## src/rtl/line_pkg.sv

```systemverilog
package line_pkg;
  typedef struct packed {
    logic major_x;
    logic x_neg;
    logic y_pos;
  } line_dir_t;

  typedef enum logic {ST_IDLE, ST_RUN} line_state_t;
endpackage

```

## src/rtl/line_octant_dec.sv

```systemverilog
module line_octant_dec
  import line_pkg::*;
(
  input  logic [2:0] code_i,
  output line_dir_t  dir_o
);
  // [2]: X major; meaning of [1]/[0] swaps with the major axis
  always_comb begin
    dir_o.major_x = code_i[2];
    dir_o.x_neg   = code_i[2] ? code_i[0] : code_i[1];
    dir_o.y_pos   = code_i[2] ? code_i[1] : code_i[0];
  end
endmodule

```

## src/rtl/line_err_step.sv

```systemverilog
module line_err_step #(
  parameter int EW = 16
) (
  input  logic                 clk_i,
  input  logic                 rst_ni,
  input  logic                 load_i,
  input  logic                 adv_i,
  input  logic signed [EW-1:0] err_init_i,
  input  logic signed [EW-1:0] inc_nostep_i,
  input  logic signed [EW-1:0] inc_step_i,
  output logic                 diag_o
);
  logic signed [EW-1:0] err_q, ns_q, st_q;

  assign diag_o = ~err_q[EW-1];

  always_ff @(posedge clk_i or negedge rst_ni) begin
    if (!rst_ni) begin
      err_q <= '0;
      ns_q  <= '0;
      st_q  <= '0;
    end else if (load_i) begin
      err_q <= err_init_i;
      ns_q  <= inc_nostep_i;
      st_q  <= inc_step_i;
    end else if (adv_i) begin
      err_q <= err_q + (diag_o ? st_q : ns_q);
    end
  end
endmodule

```

## src/rtl/line_pos_step.sv

```systemverilog
module line_pos_step
  import line_pkg::*;
#(
  parameter int AW = 20,
  parameter int PW = 16,
  parameter int DW = 16,
  localparam int BW = $clog2(DW)
) (
  input  logic          clk_i,
  input  logic          rst_ni,
  input  logic          load_i,
  input  logic          adv_i,
  input  logic [AW-1:0] addr_i,
  input  logic [BW-1:0] bit_i,
  input  logic [PW-1:0] pitch_i,
  input  line_dir_t     dir_i,
  input  logic          diag_i,
  output logic [AW-1:0] addr_o,
  output logic [BW-1:0] bit_o,
  output logic          row_step_o
);
  localparam int STEP = DW / 8;

  logic [AW-1:0] addr_q, pitch_q, addr_n;
  logic [BW-1:0] bit_q, bit_n;
  line_dir_t     dir_q;
  logic          x_mv, y_mv, at_edge;

  always_comb begin
    x_mv    = dir_q.major_x | diag_i;
    y_mv    = ~dir_q.major_x | diag_i;
    at_edge = dir_q.x_neg ? (bit_q == '0) : (bit_q == BW'(DW - 1));
    bit_n   = bit_q;
    addr_n  = addr_q;
    if (x_mv) begin
      // DW is a power of two: position wraps on its own
      bit_n = dir_q.x_neg ? bit_q - 1'b1 : bit_q + 1'b1;
      if (at_edge)
        addr_n = dir_q.x_neg ? addr_n - AW'(STEP) : addr_n + AW'(STEP);
    end
    if (y_mv)
      addr_n = dir_q.y_pos ? addr_n + pitch_q : addr_n - pitch_q;
  end

  always_ff @(posedge clk_i or negedge rst_ni) begin
    if (!rst_ni) begin
      addr_q  <= '0;
      pitch_q <= '0;
      bit_q   <= '0;
      dir_q   <= '0;
    end else if (load_i) begin
      addr_q  <= addr_i;
      pitch_q <= AW'(pitch_i);
      bit_q   <= bit_i;
      dir_q   <= dir_i;
    end else if (adv_i) begin
      addr_q  <= addr_n;
      bit_q   <= bit_n;
    end
  end

  assign addr_o     = addr_q;
  assign bit_o      = bit_q;
  assign row_step_o = y_mv;
endmodule

```

## src/rtl/line_stepper.sv

```systemverilog
module line_stepper
  import line_pkg::*;
#(
  parameter int EW = 16,
  parameter int AW = 20,
  parameter int PW = 16,
  parameter int LW = 11,
  parameter int DW = 16,
  localparam int BW = $clog2(DW)
) (
  input  logic                 clk_i,
  input  logic                 rst_ni,
  input  logic                 start_i,
  input  logic [2:0]           octant_i,
  input  logic signed [EW-1:0] err_init_i,
  input  logic signed [EW-1:0] inc_nostep_i,
  input  logic signed [EW-1:0] inc_step_i,
  input  logic [AW-1:0]        addr_i,
  input  logic [BW-1:0]        bit_i,
  input  logic [PW-1:0]        pitch_i,
  input  logic [LW-1:0]        len_i,
  input  logic [DW-1:0]        pattern_i,
  input  logic                 one_per_row_i,
  output logic                 busy_o,
  output logic                 done_o,
  output logic                 pix_valid_o,
  output logic [AW-1:0]        pix_addr_o,
  output logic [DW-1:0]        pix_mask_o,
  output logic                 pix_pat_o
);
  line_state_t   state_q;
  logic [LW-1:0] cnt_q;
  logic [DW-1:0] pat_q;
  logic          row_new_q, opr_q, done_q;
  logic          load, adv, diag, row_step;
  logic [BW-1:0] bit_pos;
  line_dir_t     dir;

  assign load = start_i & (state_q == ST_IDLE) & (len_i != '0);
  assign adv  = (state_q == ST_RUN);

  line_octant_dec i_dec (
    .code_i (octant_i),
    .dir_o  (dir)
  );

  line_err_step #(.EW(EW)) i_err (
    .clk_i        (clk_i),
    .rst_ni       (rst_ni),
    .load_i       (load),
    .adv_i        (adv),
    .err_init_i   (err_init_i),
    .inc_nostep_i (inc_nostep_i),
    .inc_step_i   (inc_step_i),
    .diag_o       (diag)
  );

  line_pos_step #(.AW(AW), .PW(PW), .DW(DW)) i_pos (
    .clk_i      (clk_i),
    .rst_ni     (rst_ni),
    .load_i     (load),
    .adv_i      (adv),
    .addr_i     (addr_i),
    .bit_i      (bit_i),
    .pitch_i    (pitch_i),
    .dir_i      (dir),
    .diag_i     (diag),
    .addr_o     (pix_addr_o),
    .bit_o      (bit_pos),
    .row_step_o (row_step)
  );

  always_ff @(posedge clk_i or negedge rst_ni) begin
    if (!rst_ni) begin
      state_q   <= ST_IDLE;
      cnt_q     <= '0;
      pat_q     <= '0;
      row_new_q <= 1'b0;
      opr_q     <= 1'b0;
      done_q    <= 1'b0;
    end else begin
      done_q <= 1'b0;
      if (state_q == ST_IDLE) begin
        if (start_i) begin
          if (len_i == '0) begin
            done_q <= 1'b1;
          end else begin
            state_q   <= ST_RUN;
            cnt_q     <= len_i;
            pat_q     <= pattern_i;
            row_new_q <= 1'b1;
            opr_q     <= one_per_row_i;
          end
        end
      end else begin
        cnt_q     <= cnt_q - 1'b1;
        pat_q     <= {pat_q[DW-2:0], pat_q[DW-1]};
        row_new_q <= row_step;
        if (cnt_q == LW'(1)) begin
          state_q <= ST_IDLE;
          done_q  <= 1'b1;
        end
      end
    end
  end

  assign busy_o      = (state_q == ST_RUN);
  assign pix_valid_o = (state_q == ST_RUN);
  assign done_o      = done_q;
  assign pix_mask_o  = {1'b1, {(DW-1){1'b0}}} >> bit_pos;
  assign pix_pat_o   = pix_valid_o & pat_q[DW-1] & (~opr_q | row_new_q);
endmodule

```

## config.mk

```make
export PLATFORM = sky130hd
export DESIGN_NAME = line_stepper
export DESIGN_NICKNAME = d
export VERILOG_FILES = /design/src/rtl/line_pkg.sv /design/src/rtl/line_octant_dec.sv /design/src/rtl/line_err_step.sv /design/src/rtl/line_pos_step.sv /design/src/rtl/line_stepper.sv
export SDC_FILE = /design/constraint.sdc
export NUM_CORES = 1
export LEC_CHECK = 0
export BUFFER_PORTS_ARGS = -buffer_cell sky130_fd_sc_hd__buf_2
export CAP_MARGIN = 20
export CORE_MARGIN = 2
export CORE_UTILIZATION = 50
export CTS_BUF_LIST = sky130_fd_sc_hd__clkbuf_2 sky130_fd_sc_hd__clkbuf_4 sky130_fd_sc_hd__clkbuf_8
export DETAILED_ROUTE_END_ITERATION = 16
export GPL_TIMING_DRIVEN = 1
export PLACE_DENSITY = 0.71
export SLEW_MARGIN = 20
export SYNTH_ARGS = -nofsm -noshare
export SYNTH_HDL_FRONTEND = slang
export SYNTH_SLANG_ARGS = --single-unit
```

## constraint.sdc

```tcl
create_clock -name clk_i -period 6.1 [get_ports clk_i]
set_clock_uncertainty 0.2 [all_clocks]
set_input_delay 1.22 -clock clk_i [delete_from_list [all_inputs] [get_ports clk_i]]
set_output_delay 1.22 -clock clk_i [all_outputs]
set_load 0.01 [all_outputs]
```

== Yosys cells after proc, flatten, opt, wreduce, memory -nomap -nowiden ==
Cells that the tools add are included.

* Mux-type cells: 34
* Shifts and indexed selects: 1
* Reductions and logical operators: 9
* Bitwise gates (word level): 12
* Eq/ne operators: 3
* Add/subtract/negate cells: 8

{| class="wikitable"
|+ Operator list
! kind !! number
|-
| 2-to-1 mux 20 bit || 7
|-
| 2-to-1 mux 16 bit || 6
|-
| 2-to-1 mux 11 bit || 3
|-
| adder 20 x 16 -> 20 bit || 1
|-
| adder 20 x 2 -> 20 bit (second input constant) || 1
|-
| subtractor 20 x 16 -> 20 bit || 1
|-
| subtractor 20 x 2 -> 20 bit (second input constant) || 1
|-
| adder 16 bit || 1
|-
| 2-to-1 mux 4 bit || 4
|-
| right shift 16 x 4 -> 16 bit (first input constant) || 1
|-
| 2-to-1 mux 1 bit || 14
|-
| == test 11 x 1 -> 1 bit (second input constant) || 1
|-
| zero test 11 bit || 1
|-
| nonzero test 11 bit || 1
|-
| subtractor 11 x 1 -> 11 bit (second input constant) || 1
|-
| nonzero test 2 bit || 3
|-
| inverter 1 bit || 5
|-
| adder 4 x 1 -> 4 bit (second input constant) || 1
|-
| AND 1 bit || 4
|-
| == test 4 bit (second input constant) || 1
|-
| zero test 4 bit || 1
|-
| AND reduction 2 bit || 2
|-
| subtractor 4 x 1 -> 4 bit (second input constant) || 1
|-
| bitwise OR 1 bit || 3
|-
| other kinds (2) || 2
|}

* Register bits: 122
* Logic and storage cells: 82
* Output and inout port bits: 40

== Logic depth before layout (Yosys ltp) ==
* Word-level depth: 9
* Depth in mapped cells: 19

== By module ==
A second synthesis with hierarchy kept.

* Cells, all modules: 1038
* Area, all modules: 9126.3 µm²

{| class="wikitable"
|+ Modules (own cells, without submodules)
! module !! cells each !! area an instance (µm²) !! seq. area each (µm²) !! times used
|-
| line_pos_step || 578 || 4563.1 || 1076.0 || 1
|-
| line_err_step || 251 || 2777.7 || 1201.2 || 1
|-
| line_stepper || 206 || 1755.4 || 775.7 || 1
|-
| line_octant_dec || 3 || 30.0 || 0.0 || 1
|}

== Worst setup path after synthesis ==
OpenSTA, ideal clock, no wires.

* Kind: register to register
* Start point: reg i_pos.dir_q[1] (netlist name)
* End point: reg i_pos.addr_q[19], in the netlist i_pos.addr_o[19]
* Data arrival time: 4.096 ns
* Required time: 5.766 ns
* Clock period less this slack: 4.430 ns
* Setup time: 0.134 ns
* Stages on the path, launching flop included: 17
* Slack: 1.670 ns
* Path through: dfrtp_1 -> ha_1 -> or4_4 -> o2111ai_2 -> a21oi_2 -> or3_1 -> a21oi_1 -> xor2_1 -> o21ai_1 -> ha_1 -> a21o_1 -> a21o_1 -> o41ai_2 -> mux2i_1 -> a41oi_1 -> xnor3_1 -> mux2i_1

* Cells in the longest elaborated chain, start to end: 8

{| class="wikitable"
|+ Ends and longest elaborated chain
! what !! RTL line !! RTL
|-
| from (decl) || line_pos_step.sv:26 || <nowiki>line_dir_t dir_q;</nowiki>
|-
| from (signal assigned) || line_pos_step.sv:55 || <nowiki>dir_q <= dir_i;</nowiki>
|-
| 2-to-1 mux 20 bit or 2-to-1 mux 1 bit (tied branches) || line_pos_step.sv:39, line_pos_step.sv:32 ||
|-
| 2-to-1 mux 20 bit * || line_pos_step.sv:38 || <nowiki>if (at_edge)</nowiki>
|-
| 2-to-1 mux 20 bit * || line_pos_step.sv:35 || <nowiki>if (x_mv) begin</nowiki>
|-
| subtractor 20 x 16 -> 20 bit or adder 20 x 16 -> 20 bit (tied branches) || line_pos_step.sv:42 || <nowiki>addr_n = dir_q.y_pos ? addr_n + pitch_q : addr_n - pitch_q;</nowiki>
|-
| 2-to-1 mux 20 bit || line_pos_step.sv:42 ||
|-
| 2-to-1 mux 20 bit * || line_pos_step.sv:41 || <nowiki>if (y_mv)</nowiki>
|-
| 2-to-1 mux 20 bit * || line_pos_step.sv:56 || <nowiki>end else if (adv_i) begin</nowiki>
|-
| 2-to-1 mux 20 bit * || line_pos_step.sv:51 || <nowiki>end else if (load_i) begin</nowiki>
|-
| to (signal assigned) || line_pos_step.sv:52 || <nowiki>addr_q <= addr_i;</nowiki>
|-
| to (signal assigned) || line_pos_step.sv:57 || <nowiki>addr_q <= addr_n;</nowiki>
|-
| to (decl) || line_pos_step.sv:24 || <nowiki>logic [AW-1:0] addr_q, pitch_q, addr_n;</nowiki>
|}

Every way passes the cells marked *; elsewhere a longest branch is shown, timed or not. The select of a mux whose other input is x is not followed.
A chain may end at the register's enable or synchronous reset.

== Worst setup path after layout ==
Ends and elaborated chain as after synthesis.

==> impl_metrics.env <==
export IMPL_vias_per_cell=5.61
export IMPL_crit_path_max_fanout=13
export IMPL_finalCritPeriodShare_pct=79.4
export IMPL_crit_slowest_cell="dfrtp_1"
export IMPL_whs_path_depth=2
export IMPL_syn_area_um2=8720
export IMPL_grt_pass1_vias=7372
export IMPL_setup_viol=0
export IMPL_critical_path_class="flop to flop"
export IMPL_clk_path_buf_depth=2
export IMPL_chipHeight_um=136
export IMPL_clock_root_buffer="clkbuf_8"
export IMPL_power_leakage_nw=5.02
export IMPL_status="finished clean"
export IMPL_hp_class="flop to flop"
export IMPL_startpoint="i_pos.dir_q[1]"
export IMPL_num_rows=48
export IMPL_max_slew_margin_pct=40.8
export IMPL_gr_max_usage_layer="met2"
export IMPL_ys_seq_elements=122
export IMPL_cts_max_level=4
export IMPL_final_layout_size_suffix_gt1_share_pct=25.3
export IMPL_path_cells="inv_1, fa_1, nand2b_1, a21oi_1, o21ai_0, xnor2_1, mux2_2, ha_1, o21a_1, o21a_1, o21ai_0, a21oi_1, o41ai_2, mux2i_1, a41oi_1, xnor3_1, mux2i_1"
export IMPL_synth_edf_count=0
export IMPL_clk_latency_ns=0.45
export IMPL_drv_slew=0
export IMPL_pwr_share_comb_pct=57.3
export IMPL_cts_tree="done"
export IMPL_critPathRequiredTime_ns=6.22
export IMPL_grt_util_all_layers_pct=24.3
export IMPL_area_growth_pct=15.7
export IMPL_cts_buffers=17
export IMPL_async_flop_share_pct=100
export IMPL_coreArea_um2=17200
export IMPL_reg2regPathDepth=17
export IMPL_r2r_slack_ns=1.25
export IMPL_fin_setup_tns_ns=0
export IMPL_finalHoldViolations=0
export IMPL_final_nets=1290
export IMPL_synthFlopType="dfrtp_1"
export IMPL_drtIter0Drc=436
export IMPL_endpoint_kind="flop"
export IMPL_dp_hpwl_um=15900
export IMPL_cts_hold_buf=0
export IMPL_tightest_slew_ns=0.879
export IMPL_die_area_um2=18500
export IMPL_fillerInstances=1544
export IMPL_avgRoutedWirePerCell_um=16.2
export IMPL_ys_seq_area_share_pct=35.0
export IMPL_path_clk_slew_ns=0.09
export IMPL_vias=7552
export IMPL_antenna_found_initial=0
export IMPL_grt_max_degree=74
export IMPL_endpoint="i_pos.addr_o[19]"
export IMPL_setup_ws_ns=1.25
export IMPL_numClockSinks=122
export IMPL_grt_remaining_overflow=0
export IMPL_finalHoldWorstSlack_ns=0.292
export IMPL_p_int_mw=2.46
export IMPL_multiInputGateArea_um2=5390
export IMPL_postCtsSetupBuffers=0
export IMPL_worstPathArrival_ns=4.97
export IMPL_netlist_instances=962
export IMPL_die_x_um=136
export IMPL_drv_cap=0
export IMPL_power_frac_seq_pct=27.3
export IMPL_regArea_um2=3050
export IMPL_max_stage_delay_ns=0.67
export IMPL_powerDensity_nw_per_um2=436
export IMPL_worstReg2RegEnd="i_pos.addr_o[19]"
export IMPL_swShare_pct=44.0
export IMPL_routed_wl_um=21800
export IMPL_drc_errors=0
export IMPL_gp_congestion=0.870
export IMPL_startpoint_type="flop"
export IMPL_portBuffers=161
export IMPL_grtUsageMet1_pct=32.1
export IMPL_io_pins=162
export IMPL_p_switching_mw=1.93
export IMPL_yosysWarnings=0
export IMPL_gr_usage_met3_pct=5.52
export IMPL_dr_pass1_iters=5
export IMPL_ys_types=66
export IMPL_grt_setup_unrepaired="no"
export IMPL_initial_core_util_pct=50.8
export IMPL_ir_worst_vdd_mv=0.219
export IMPL_clockPowerShare_pct=15.4
export IMPL_use_met2_pct=39.7
export IMPL_grt_pass1_wl_um=35700
export IMPL_syn_avg_cell_area_um2=9.07
export IMPL_dp_slack_ns=1.28
export IMPL_power_total_mw=4.40
export IMPL_syn_nets=1144
export IMPL_max_freq_mhz=206
export IMPL_ant_nets=0
export IMPL_fin_crit_ns=4.85
export IMPL_cts_resized=0
export IMPL_r2r_start="i_pos.dir_q[1]"
critical path: cells and delay by family, from the launching register on:
kind                     cells  cell delay [ns]
XOR/XNOR                     2             0.41
multiplexers                 3             0.58
adder cells (fa/ha/maj)      2             0.80
buffers and inverters        1             0.26
AND/OR/NAND/NOR              1             0.18
flip-flops                   1             0.67
AO/OA/AOI/OAI                8             1.62
metal layers:
layer	part of all wire, %	vias up
li1	-	3738
met1	45	3594
met2	47	192
met3	5.8	28
met4	2.1	0
met5	0	-
cell families after synthesis:
family	count (synthesis)	share of synthesized area, %
compound gates	240	17.5
xor+xnor	63	6.48
simple gates	295	15.5
flops	122	35.0
buf+inv	75	3.28
fa+ha+maj	60	8.95
mux	107	13.3
layout make-up:
class | instances | share of cell area (%)
Antenna cell | 1 | 0.0248
Clock buffer | 18 | 2.45
Clock inverter | 14 | 1.13
Inverter | 31 | 1.15
Multi-Input combinational cell | 765 | 53.4
Sequential cell | 122 | 30.3
Tap cell | 225 | 2.79
Timing Repair Buffer | 171 | 8.75
how the worst min path moves through the flow:
| stage | startpoint | end | slack [ns] |
|---|---|---|---|
| 2_1_floorplan | pat_q[9] | pat_q[10] | 0.25 |
| 3_3_place_gp | pat_q[11] | pat_q[12] | 0.27 |
| 3_5_place_dp | pat_q[7] | pat_q[8] | 0.27 |
| 4_1_cts | pat_q[7] | pat_q[8] | 0.30 |
| 5_1_grt | i_err.ns_q[5] | i_err.ns_q[5] | 0.32 |
| 6_report | pat_q[9] | pat_q[10] | 0.29 |
synthesized netlist by cell type, drive strengths merged (3+ instances only):
library cell,n,area [um^2]
o21bai,3,22.5
nor2b,7,43.8
xnor2,27,236
or4,4,37.5
o21ai,82,410
ha,56,701
nand2,144,541
a21o,19,144
a31oi,18,113
and3,14,87.6
o21a,5,37.5
and2,5,31.3
a211oi,17,133
nor3,19,95.1
o211ai,11,82.6
nor4,11,68.8
xor2,35,307
a21oi,48,244
o31a,4,35.0
fa,4,80.1
o31ai,3,22.5
o2111ai,4,41.3
inv,31,116
a41oi,3,33.8
clkbuf,35,131
o22ai,5,31.3
mux2,65,736
nor2,56,210
nand3,9,45.0
dfrtp,122,3050
mux2i,42,420
or3,5,36.3
buf,9,38.8
nand3b,3,22.5
nand2b,12,75.1
placed cells by master (no fill, tap or decap), types with 27 or more instances in the layout:
cell	instances
buf_2	160
mux2i_1	42
xor2_1	35
mux2_2	64
a21oi_1	47
dfrtp_1	121
nand2_1	144
xnor2_1	27
ha_1	56
o21ai_0	69
inv_1	31
nor2_1	55
registers in the layout (all words and copies together) (netlist names):
register       flops
i_pos.addr_o      20
row_new_q          1
i_pos.pitch_q     16
busy_o             1
pat_q             16
done_o             1
i_err.err_q       16
opr_q              1
cnt_q             11
i_pos.bit_o        4
i_err.st_q        16
i_pos.dir_q        3
i_err.ns_q        16
power by group through the flow:
stage	registers [mW]	clock network, mW	logic (mW)
global route	1.23	0.730	2.82
global placement	1.21	0	2.44
CTS	1.20	0.695	2.50
detailed placement	1.22	0	2.48
floorplan	1.17	0	1.94
finish	1.20	0.678	2.52
metrics by stage:
step                      instance area, um^2  cells  util, %
final                                   10100   1347     58.8
after global routing                    10100   1346     58.7
after CTS                               10100   1346     58.7
after detailed placement                 9730   1314     56.6
after global placement                   9730   1314     56.6
after floorplan                          8720    962        -
No activity file was read; power rests on OpenSTA's default activity.
